File: src/rtl/tmr_pkg.sv
package tmr_pkg;
  typedef enum logic [2:0] {
    M_TERM    = 3'd0,
    M_ONESHOT = 3'd1,
    M_RATE    = 3'd2,
    M_IDLE    = 3'd3,
    M_SWSTB   = 3'd4,
    M_HWSTB   = 3'd5
  } mode_e;

  // Codes 6 and 7 fold onto 2 and 3.
  function automatic mode_e decode_mode(input logic [2:0] code);
    if (code[2:1] == 2'b11) return mode_e'({1'b0, code[1:0]});
    return mode_e'(code);
  endfunction

  function automatic logic level_gated(input mode_e m);
    return (m == M_TERM) || (m == M_RATE) || (m == M_SWSTB);
  endfunction

  function automatic logic idle_level(input mode_e m);
    return (m != M_TERM);
  endfunction
endpackage

File: src/rtl/tmr_gate_sense.sv
module tmr_gate_sense (
  input  logic clk,
  input  logic rst_n,
  input  logic gate,
  output logic gate_rise
);
  logic gate_q;

  always_ff @(posedge clk or negedge rst_n) begin
    if (!rst_n) gate_q <= 1'b0;
    else        gate_q <= gate;
  end

  assign gate_rise = gate & ~gate_q;
endmodule

File: src/rtl/tmr_down_counter.sv
module tmr_down_counter #(
  parameter int W = 16
) (
  input  logic         clk,
  input  logic         rst_n,
  input  logic         load,
  input  logic         dec,
  input  logic         reload_at_tc,
  input  logic [W-1:0] load_val,
  output logic [W-1:0] count,
  output logic         tc
);
  localparam logic [W-1:0] ONE = W'(1);

  // Terminal event: a decrement taken while the element holds one.
  assign tc = dec & (count == ONE);

  always_ff @(posedge clk or negedge rst_n) begin
    if (!rst_n)                count <= '0;
    else if (load)             count <= load_val;
    else if (tc && reload_at_tc) count <= load_val;
    else if (dec)              count <= count - ONE;
  end
endmodule

File: src/rtl/tmr_out_ctl.sv
module tmr_out_ctl
  import tmr_pkg::*;
(
  input  logic  clk,
  input  logic  rst_n,
  input  logic  mode_wr,
  input  mode_e new_mode,
  input  mode_e mode_q,
  input  logic  accept,
  input  logic  load,
  input  logic  tc,
  output logic  out
);
  logic nxt;

  always_comb begin
    nxt = out;
    if (mode_wr) begin
      nxt = idle_level(new_mode);
    end else begin
      unique case (mode_q)
        M_TERM: begin
          if (accept)  nxt = 1'b0;
          else if (tc) nxt = 1'b1;
        end
        M_ONESHOT: begin
          if (load)    nxt = 1'b0;
          else if (tc) nxt = 1'b1;
        end
        M_IDLE:  nxt = 1'b1;
        default: nxt = ~tc;
      endcase
    end
  end

  always_ff @(posedge clk or negedge rst_n) begin
    if (!rst_n) out <= 1'b1;
    else        out <= nxt;
  end
endmodule

File: src/rtl/tmr_channel.sv
module tmr_channel
  import tmr_pkg::*;
#(
  parameter int CNT_W = 16
) (
  input  logic             clk,
  input  logic             rst_n,
  input  logic             cfg_wr,
  input  logic [2:0]       cfg_mode,
  input  logic             cnt_wr,
  input  logic [CNT_W-1:0] cnt_val,
  input  logic             gate,
  output logic             out
);
  mode_e            mode_q;
  mode_e            new_mode;
  logic [CNT_W-1:0] cr_q;
  logic [CNT_W-1:0] ce_cur;
  logic             null_q, pend_q, active_q;
  logic             gate_rise, accept, load, dec, tc, lvl, restart;

  assign new_mode = decode_mode(cfg_mode);
  assign lvl      = level_gated(mode_q);
  assign accept   = cnt_wr & ~cfg_wr & (mode_q != M_IDLE);
  assign restart  = (mode_q == M_TERM) || (mode_q == M_SWSTB);
  assign load     = pend_q | (~lvl & gate_rise & ~null_q & (mode_q != M_IDLE));
  assign dec      = active_q & ~load & (~lvl | gate);

  tmr_gate_sense u_gate (
    .clk(clk), .rst_n(rst_n), .gate(gate), .gate_rise(gate_rise)
  );

  tmr_down_counter #(.W(CNT_W)) u_cnt (
    .clk(clk), .rst_n(rst_n), .load(load), .dec(dec),
    .reload_at_tc(mode_q == M_RATE), .load_val(cr_q),
    .count(ce_cur), .tc(tc)
  );

  tmr_out_ctl u_out (
    .clk(clk), .rst_n(rst_n), .mode_wr(cfg_wr), .new_mode(new_mode),
    .mode_q(mode_q), .accept(accept), .load(load), .tc(tc), .out(out)
  );

  always_ff @(posedge clk or negedge rst_n) begin
    if (!rst_n) begin
      mode_q   <= M_IDLE;
      cr_q     <= '0;
      null_q   <= 1'b1;
      pend_q   <= 1'b0;
      active_q <= 1'b0;
    end else if (cfg_wr) begin
      mode_q   <= new_mode;
      null_q   <= 1'b1;
      pend_q   <= 1'b0;
      active_q <= 1'b0;
    end else begin
      if (accept) begin
        cr_q   <= cnt_val;
        null_q <= 1'b0;
      end
      if (accept && lvl && (mode_q != M_RATE || !active_q)) pend_q <= 1'b1;
      else if (pend_q)                                     pend_q <= 1'b0;
      if (load)                                  active_q <= 1'b1;
      else if (accept && restart)                active_q <= 1'b0;
      else if (tc && mode_q != M_RATE)           active_q <= 1'b0;
    end
  end
endmodule

File: config.mk
export PLATFORM = sky130hd
export DESIGN_NAME = tmr_channel
export DESIGN_NICKNAME = d
export VERILOG_FILES = /design/src/rtl/tmr_pkg.sv /design/src/rtl/tmr_gate_sense.sv /design/src/rtl/tmr_down_counter.sv /design/src/rtl/tmr_out_ctl.sv /design/src/rtl/tmr_channel.sv
export SDC_FILE = /design/constraint.sdc
export NUM_CORES = 1
export LEC_CHECK = 0
export ABC_CLOCK_PERIOD_IN_PS = 4450
export BUFFER_PORTS_ARGS = -buffer_cell sky130_fd_sc_hd__buf_4
export CORE_MARGIN = 5
export CORE_UTILIZATION = 55
export DETAILED_ROUTE_END_ITERATION = 6
export GPL_TIMING_DRIVEN = 0
export PLACE_DENSITY = 0.86
export SLEW_MARGIN = 30
export SYNTH_ARGS = -nofsm -noshare
export SYNTH_HDL_FRONTEND = slang
export SYNTH_SLANG_ARGS = --single-unit
File: constraint.sdc
create_clock -name clk -period 4.45 [get_ports clk]
set_clock_uncertainty 0.2 [all_clocks]
set_input_delay 0.89 -clock clk [delete_from_list [all_inputs] [get_ports clk]]
set_output_delay 0.89 -clock clk [all_outputs]
set_load 0.02 [all_outputs]
# --- After elaboration in Yosys (flattened, before gate mapping) ---
# Cells that the tools add are included.
op_classes:
  add_sub_neg: 1
  n_eq_ne: 8
  n_mux: 19
  bitwise_logic: 17
  reduce_logical: 16
ops:
  columns: ["cell", "n"]
  rows:
  - ["2-to-1 mux 16 bit", 3]
  - ["equality test 16 x 1 -> 1 bit (second input constant)", 1]
  - ["subtractor 16 x 1 -> 16 bit (second input constant)", 1]
  - ["2-to-1 mux 1 bit", 13]
  - ["AND 1 bit", 9]
  - ["equality test 3 x 2 -> 1 bit (second input constant)", 2]
  - ["2-to-1 mux 3 bit", 2]
  - ["!= test 3 x 2 -> 1 bit (second input constant)", 2]
  - ["NOT 1 bit", 6]
  - ["nonzero test 3 bit", 2]
  - ["logical AND 1 bit", 5]
  - ["logical OR 1 bit", 4]
  - ["nonzero test 4 bit", 1]
  - ["equality test 3 x 1 -> 1 bit (second input constant)", 1]
  - ["equality test 3 bit (second input constant)", 1]
  - ["zero test 3 bit", 1]
  - ["case mux 1 bit (3 select lines)", 1]
  - ["equality test 2 bit (second input constant)", 1]
  - ["bitwise OR 1 bit", 2]
  - ["AND reduction 2 bit", 1]
  - ["nonzero test 2 bit", 1]
  - ["zero test 1 bit", 1]
word_totals:
  register_bits: 40
  input_bits: 24
  output_inout_bits: 1
  word_cells: 69

# --- Logic depth before layout (Yosys ltp) ---
# Gate-level depths: netlist (run 1).
logic_depth:
  ltp_word: 17
  depth_mapped: 9
  depth_no_buf: 8

# --- Modules after synthesis ---
# Synthesis (run 1) repeated with hierarchy kept, for this count alone.
hier_totals:
  hier_cells: 212
  area_unflattened_um2: 2227.1
modules_own_cells:
  columns: ["mod", "n_inst", "cells_per_inst", "area_each_um2"]
  rows:
  - ["tmr_down_counter", 1, 138, 1164.9]
  - ["tmr_channel", 1, 63, 945.9]
  - ["tmr_out_ctl", 1, 9, 77.6]
  - ["tmr_gate_sense", 1, 2, 38.8]

# --- Worst setup path after synthesis (run 1) ---
# Ideal clock, no wire load.
synth_path:
  path_kind: "input to register"
  start: "input cnt_wr"
  end: "register cr_q[10]"
  setup_time_ns: 0.125
  arrival_ns: 1.913
  required_time_ns: 4.125
  path_slack_ns: 2.212
  cell_stages: 5
  n_path_buf: 2
  path_cell_list: "inv_1 a311o_1 clkbuf_1 buf_2 mux2_2"
synth_via:
  elab_chain_cells: 3
synth_lines:
  columns: ["element", "line", "rtl"]
  rows:
  - ["start, declared", "tmr_channel.sv:10", "input logic cnt_wr,"]
  - ["AND 1 bit (2 in series)", "tmr_channel.sv:24", "assign accept = cnt_wr & ~cfg_wr & (mode_q != M_IDLE);"]
  - ["AND reduction 2 bit (no source line)", null, null]
  - ["end signal, assigned", "tmr_channel.sv:58", "cr_q <= cnt_val;"]
  - ["end, declared", "tmr_channel.sv:17", "logic [CNT_W-1:0] cr_q;"]
# Every way passes these cells.
# A chain may end at the register's enable or synchronous reset.

# --- Worst setup path in the final report (run 1) ---
layout_path:
  start: "register mode_q[1]"
  end: "register u_cnt.count[5]"
layout_via:
  elab_chain_cells: 15
layout_lines:
  columns: ["element", "line", "rtl"]
  rows:
  - ["start, declared", "tmr_channel.sv:15", "mode_e mode_q;"]
  - ["start signal, assigned", "tmr_channel.sv:52", "mode_q <= new_mode;"]
  - ["equality test 3 x 2 -> 1 bit / zero test 3 bit (equally long branches)", "tmr_pkg.sv:18, tmr_channel.sv:35", null]
  - ["logical OR 1 bit (2 in series)", "tmr_pkg.sv:18", "return (m == M_TERM) || (m == M_RATE) || (m == M_SWSTB);"]
  - ["NOT 1 bit", "tmr_channel.sv:26, tmr_channel.sv:27", null]
  - ["AND 1 bit (3 in series)", "tmr_channel.sv:26", "assign load = pend_q | (~lvl & gate_rise & ~null_q & (mode_q != M_IDLE));"]
  - ["bitwise OR 1 bit", "tmr_channel.sv:26", null]
  - ["NOT 1 bit", "tmr_channel.sv:27", "assign dec = active_q & ~load & (~lvl | gate);"]
  - ["AND 1 bit (2 in series)", "tmr_channel.sv:27", null]
  - ["AND 1 bit", "tmr_down_counter.sv:16", "assign tc = dec & (count == ONE);"]
  - ["logical AND 1 bit", "tmr_down_counter.sv:21", "else if (tc && reload_at_tc) count <= load_val;"]
  - ["2-to-1 mux 16 bit", "tmr_down_counter.sv:21", null]
  - ["2-to-1 mux 16 bit", "tmr_down_counter.sv:20", "else if (load) count <= load_val;"]
  - ["end signal, assigned", "tmr_down_counter.sv:20", null]
  - ["end signal, assigned", "tmr_down_counter.sv:21", null]
  - ["end signal, assigned", "tmr_down_counter.sv:22", "else if (dec) count <= count - ONE;"]
  - ["end, declared", "tmr_down_counter.sv:10", "output logic [W-1:0] count,"]
# Parallel ways exist; a longest one is shown, timed or not.

==> impl_metrics.json, run 1 <==
{
  "grt_first_pass_wirelength_mm": 7.410,
  "min_period_ns": 2.417,
  "ys_seq_area_share_pct": 48.29,
  "crit_path_max_fanout": 10,
  "r2r_cells": 8,
  "fin_crit_sh_pct": 54.31,
  "cellLeakagePower_nw": 0.9997,
  "cts.sinks": 40,
  "clk_latency_ns": 0.30,
  "areaGrowthSynthToFinish_pct": 16.10,
  "synth_top_cell_by_area": "dfrtp_1",
  "finalSetupViolations": 0,
  "diodes": 0,
  "regArea_um2": 1006,
  "fill_cells": 291,
  "drc": 0,
  "yosysTopAreaCellShare_pct": 43.24,
  "drtPass1Iterations": 4,
  "synth_area_leaders": "dfrtp_1, mux2_2, dfstp_2",
  "max-cap-violations": 0,
  "worstMarginPinSlew_ns": 0.6838,
  "dp_hpwl_mm": 3.208,
  "cts_buffers": 5,
  "met3_length_um": 205,
  "synth_ff_type": "dfrtp_1",
  "critPathArrivalTime_ns": 2.40,
  "crit_type": "flop to flop",
  "route.met2.wl_mm": 2.251,
  "syn_area_per_cell_um2": 10.52,
  "ir_worst_vdd_uv": 287.9,
  "rsz0062_at_grt": "no",
  "syn-num-nets": 224,
  "r2r_end": "u_cnt.count[5]$_DFFE_PN0P_",
  "yosys_warnings": 0,
  "cts_root_buffer": "clkbuf_8",
  "slew_violations": 0,
  "grt_max_degree": 41,
  "finalHoldViolCount": 0,
  "grt_pass1_vias": 1577,
  "postLayoutCellArea_um2": 2419,
  "synth_most_common_cell": "dfrtp_1",
  "die_y_um": 71.55,
  "required_ns": 4.43,
  "worstReg2RegStart": "mode_q[1]$_DFFE_PN1P_",
  "relSlewSlack_pct": 54.06,
  "yosys_register_bits": 40,
  "ys_types": 47,
  "clk_pin_slew_ns": 0.07,
  "wirelength_met1_mm": 1.916,
  "initial_core_util_pct": 56.90,
  "ios": 25,
  "top_layer": "met4",
  "p_per_area_nw_per_um2": 450.9,
  "dieArea_um2": 5119,
  "end_kind": "flop",
  "multi_input_area_um2": 988.4,
  "antenna_found_initial": 0,
  "coreArea_um2": 3661,
  "io_buffers": 24,
  "cts_buffer_depth": 2,
  "overflow": 0,
  "rows": 22,
  "status": "finished clean",
  "fmax_mhz": 413.8,
  "hold_depth": 2,
  "postCtsHoldBufs": 0,
  "vias_per_cell": 5.982,
  "final.setup.tns_ns": 0,
  "synth_edf_count": 0,
  "netlist_instances": 198,
  "setup_slack_ns": 2.033,
  "nNetsFinal": 255,
  "vias": 1663,
  "grtUsageTotal_pct": 18.39,
  "hold_path_class": "flop to flop",
  "die_x_um": 71.55,
  "worstHoldStart": "cr_q[2]$_DFFE_PN0P_",
  "worst_setup_path_start_kind": "flop",
  "drtIter0Drc": 100,
  "post_dp_cell_area_um2": 2328,
  "syn-cell-area_um2": 2083,
  "routed_wl_mm": 4.443,
  "htreeDepth": 2,
  "place_worst_setup_slack_ns": 1.793,
  "hold-path-endpoint": "u_cnt.count[2]$_DFFE_PN0P_",
  "async_flop_share_pct": 100.0,
  "drive_above_1_share_pct": 30.00,
  "detail_route.wl_per_cell_um": 15.98,
  "cts_tree": "done",
  "place.gp.congestion": 0.8830,
  "r2r_slack_ns": 2.03,
  "cts_resized": 0,
  "post_cts_buffers": 0,
  "synth_common_cells": "dfrtp_1, mux2_2, nand2_1",
  "ant_nets": 0
}
## cells by family after synthesis
family                     Yosys count  synth area share (%)
AOI/OAI and AO/OA                   53                 18.02
xor gates and xnor gates             1                0.4205
adders and majority gates            2                 1.201
buffers and inverters               15                 4.505
DFF                                 40                 48.29
muxes                               18                 9.730
and+or+nand+nor                     69                 17.84
## through the flow
stage | utilization [%] | hold slack (ns) | power, mW | std cells
finish | 66.06 | 0.2859 | 1.090 | 278
global route | 66.06 | 0.3191 | 1.161 | 278
CTS | 66.06 | 0.2871 | 1.092 | 278
detailed placement | 63.60 | 0.2827 | 0.8473 | 270
global placement | 63.47 | 0.2609 | 0.8207 | 270
floorplan | - | 0.2444 | 0.7477 | 198
## cell usage in the layout, fill, tap and decap left out, types with 2 or more instances in the layout
master    instances
nor2_1           13
buf_2             4
mux2_2           18
a22o_1            4
a32oi_1           4
buf_4            24
o211ai_1          2
clkbuf_8          7
a21oi_1           4
o31ai_1           8
o21ai_1           4
nor2b_1           3
o21ai_0          13
buf_6             3
o21a_1            2
ha_1              2
nand4_1           2
inv_1             5
nor3_1            5
nand2_1          17
nor3b_1           3
dfrtp_1          36
clkbuf_1          4
and3_1            3
nand4b_1          3
nand2_2           2
nor4_1            2
nand3_1           9
dfstp_2           4
## final cells by class
cell class	count	share of cell area (%)
tap	48	2.483
buffer	10	3.104
sequential	40	41.59
clock buffer	8	3.725
inverter	5	0.7760
timing repair buffer	24	7.450
multi-input combinational	143	40.87
## metal layers
| metal | up-vias | GRT usage (%) |
|---|---|---|
| li1 | 796 | - |
| met4 | 0 | 5.846 |
| met5 | - | 0 |
| met2 | 44 | 29.59 |
| met3 | 8 | 4.208 |
| met1 | 815 | 24.64 |
## state kept, by name (all words and copies together), names as in the netlist
name / flops
cr_q: 16
u_cnt.count: 16
mode_q: 3
active_q: 1
null_q: 1
pend_q: 1
u_gate.gate_q: 1
u_out.out: 1
## where the power goes
group	internal [mW]	switching [mW]	total (mW)
sequential	0.456	0.0941	0.550
combinational	0.142	0.152	0.294
clock	0.126	0.120	0.247
## worst max-delay path: stages (launching register included)
cell	delay, ns
dfstp_2	0.51
buf_2	0.19
mux2_2	0.36
a21oi_2	0.21
clkbuf_8	0.20
nand2_2	0.13
buf_2	0.23
a32oi_1	0.17
o41ai_1	0.09
## worst max path at each step
| stage | startpoint | to | cells past startpoint | slack (ns) |
|---|---|---|---|---|
| after detailed placement | cnt_wr | cr_q[14]$_DFFE_PN0P_ | 6 | 1.79 |
| after CTS | mode_q[1]$_DFFE_PN1P_ | u_cnt.count[5]$_DFFE_PN0P_ | 8 | 2.04 |
| final | mode_q[1]$_DFFE_PN1P_ | u_cnt.count[5]$_DFFE_PN0P_ | 8 | 2.03 |
| after global placement | gate | u_cnt.count[9]$_DFFE_PN0P_ | 5 | 1.64 |
| after global routing | mode_q[1]$_DFFE_PN1P_ | u_cnt.count[14]$_DFFE_PN0P_ | 8 | 1.89 |
| after floorplan | cnt_wr | cr_q[10]$_DFFE_PN0P_ | 5 | 2.21 |
No activity file was read; power rests on OpenSTA's default activity.
==> run 2: changes to the inputs <==
--- a/config.mk
+++ b/config.mk
@@ -5,13 +5,13 @@
 export SDC_FILE = /design/constraint.sdc
 export NUM_CORES = 1
 export LEC_CHECK = 0
-export ABC_CLOCK_PERIOD_IN_PS = 4450
+export ABC_CLOCK_PERIOD_IN_PS = 2100
 export BUFFER_PORTS_ARGS = -buffer_cell sky130_fd_sc_hd__buf_4
 export CORE_MARGIN = 5
-export CORE_UTILIZATION = 55
+export CORE_UTILIZATION = 52
 export DETAILED_ROUTE_END_ITERATION = 6
 export GPL_TIMING_DRIVEN = 0
-export PLACE_DENSITY = 0.86
+export PLACE_DENSITY = 0.85
 export SLEW_MARGIN = 30
 export SYNTH_ARGS = -nofsm -noshare
 export SYNTH_HDL_FRONTEND = slang
==> constraint.sdc (replaced) <==
create_clock -name clk -period 2.1 [get_ports clk]
set_clock_uncertainty 0.2 [all_clocks]
set_input_delay 0.42 -clock clk [delete_from_list [all_inputs] [get_ports clk]]
set_output_delay 0.42 -clock clk [all_outputs]
set_load 0.02 [all_outputs]
==> impl_metrics.json, run 2 (same netlist as run 1, synthesis figures left out) <==
{
  "status": "complete, but fails checks",
  "violations": "setup timing",
  "p_per_area_nw_per_um2": 957.2,
  "r2r_slack_ns": -0.05,
  "drive_above_1_share_pct": 49.41,
  "drtIter0Drc": 193,
  "end_kind": "flop",
  "rows": 23,
  "cts_tree": "done",
  "grt_first_pass_wirelength_mm": 8.438,
  "max-cap-violations": 0,
  "endpoint": "u_cnt.count[14]$_DFFE_PN0P_",
  "cts_root_buffer": "clkbuf_8",
  "critPathArrivalTime_ns": 2.13,
  "fmax_mhz": 465.6,
  "crit_path_max_fanout": 8,
  "finalHoldViolCount": 0,
  "r2r_end": "u_cnt.count[14]$_DFFE_PN0P_",
  "cts_buffers": 5,
  "relSlewSlack_pct": 63.91,
  "worstMarginPinSlew_ns": 0.5413,
  "detail_route.wl_per_cell_um": 18.94,
  "clk_latency_ns": 0.31,
  "drtPass1Iterations": 4,
  "fin_hold_ws_ns": 0.07154,
  "worst_setup_path_start_kind": "flop",
  "final_cell_mix": "buf_4, dfrtp_1, mux2_2",
  "slowest_delay_ns": 0.48,
  "multi_input_area_um2": 1181,
  "initial_core_util_pct": 52.84,
  "path_cells": "nor4_4 -> and2b_1 -> and3_4 -> buf_6 -> o21ai_2 -> a32oi_1 -> o31ai_1",
  "rsz0062_at_grt": "yes",
  "postLayoutCellArea_um2": 2858,
  "drc": 0,
  "worstReg2RegStart": "u_cnt.count[7]$_DFFE_PN0P_",
  "routed_wl_mm": 5.777,
  "grtUsageTotal_pct": 20.64,
  "place.gp.congestion": 0.8979,
  "cts.sinks": 40,
  "die_x_um": 73.30,
  "htreeDepth": 2,
  "crit_path_start": "u_cnt.count[7]$_DFFE_PN0P_",
  "nNetsFinal": 280,
  "crit_type": "flop to flop",
  "clk_pin_slew_ns": 0.08,
  "io_buffers": 24,
  "slew_violations": 0,
  "cellLeakagePower_nw": 1.176,
  "setup_slack_ns": -0.04781,
  "cp_slowest_cell": "dfrtp_2",
  "vias_per_cell": 6.216,
  "vias": 1896,
  "ios": 25,
  "post_dp_cell_area_um2": 2328,
  "dieArea_um2": 5372,
  "finalSetupViolations": 4,
  "die_y_um": 73.30,
  "regArea_um2": 1010,
  "antenna_found_initial": 0,
  "grt_pass1_vias": 1823,
  "grt_max_degree": 41,
  "diodes": 0,
  "reg.largest.list": "cr_q x16, u_cnt.count x16, mode_q x3",
  "ant_nets": 0,
  "place_worst_setup_slack_ns": -0.4008,
  "hold_path_class": "input port to flop",
  "final_util_pct": 72.48,
  "required_ns": 2.09,
  "fin_crit_sh_pct": 102.3,
  "overflow": 0,
  "dp_hpwl_mm": 3.115,
  "min_period_ns": 2.148,
  "fill_cells": 241,
  "coreArea_um2": 3943,
  "cts_buffer_depth": 2,
  "mostFrequentLayoutCell": "buf_4",
  "r2r_cells": 7,
  "areaGrowthSynthToFinish_pct": 37.18,
  "ir_worst_vdd_uv": 840.3
}
## run 2: critical path: cells and delay by family (launching register included)
kind,cells,cell delay [ns]
AND/OR/NAND/NOR,3,0.81
buffers and inverters,1,0.14
AO/OA/AOI/OAI,3,0.40
flip-flops,1,0.48
## run 2: area by class of cell
type,count,area share (%)
Buffer,8,2.715
Clock buffer,8,3.152
Inverter,5,0.6567
Multi-Input combinational cell,143,41.33
Sequential cell,40,35.33
Tap cell,50,2.189
Timing Repair Buffer,51,14.62
## run 2: what timing repair did
item	in CTS	in global routing
cloned	1	1
hold buffers	1	0
setup endpoints to repair	26	17
buffers inserted	12	12
pin swaps	6	15
resized for setup	23	34
hold endpoints to repair	36	0
## run 2: report_power, final
group          switching, mW  internal, mW  total, mW  leakage (nW)
Clock                  0.271         0.268      0.539        0.0455
Sequential             0.247         0.970       1.22         0.477
Combinational          0.451         0.528      0.979         0.654
Total                  0.969          1.77       2.74          1.18
## run 2: worst min-delay path by stage
stage | from | to | slack [ns] | depth (start not counted)
2_1_floorplan | rst_n | active_q$_DFFE_PN0P_ | -0.08 | 0
3_3_place_gp | rst_n | cr_q[14]$_DFFE_PN0P_ | 0.22 | 1
3_5_place_dp | rst_n | cr_q[14]$_DFFE_PN0P_ | 0.22 | 1
4_1_cts | gate | u_gate.gate_q$_DFF_PN0_ | 0.07 | 1
5_1_grt | gate | u_gate.gate_q$_DFF_PN0_ | 0.07 | 1
6_report | gate | u_gate.gate_q$_DFF_PN0_ | 0.07 | 1
## run 2: stage by stage
stage / power (mW) / cells / setup TNS, ns
2_1_floorplan: 1.586 / 198 / 0
3_3_place_gp: 1.745 / 272 / -3.665
3_5_place_dp: 1.776 / 272 / -4.575
4_1_cts: 2.455 / 292 / -0.006384
5_1_grt: 2.874 / 305 / -0.8435
6_report: 2.735 / 305 / -0.1242
## run 2: metal layers
metal / vias up / routed length [um] / global-route usage (%)
met2: 102 / 2923 / 33.37
met5: - / 0 / 0
met4: 0 / 182 / 10.87
met1: 924 / 2229 / 25.22
met3: 21 / 441 / 5.472
li1: 849 / - / -
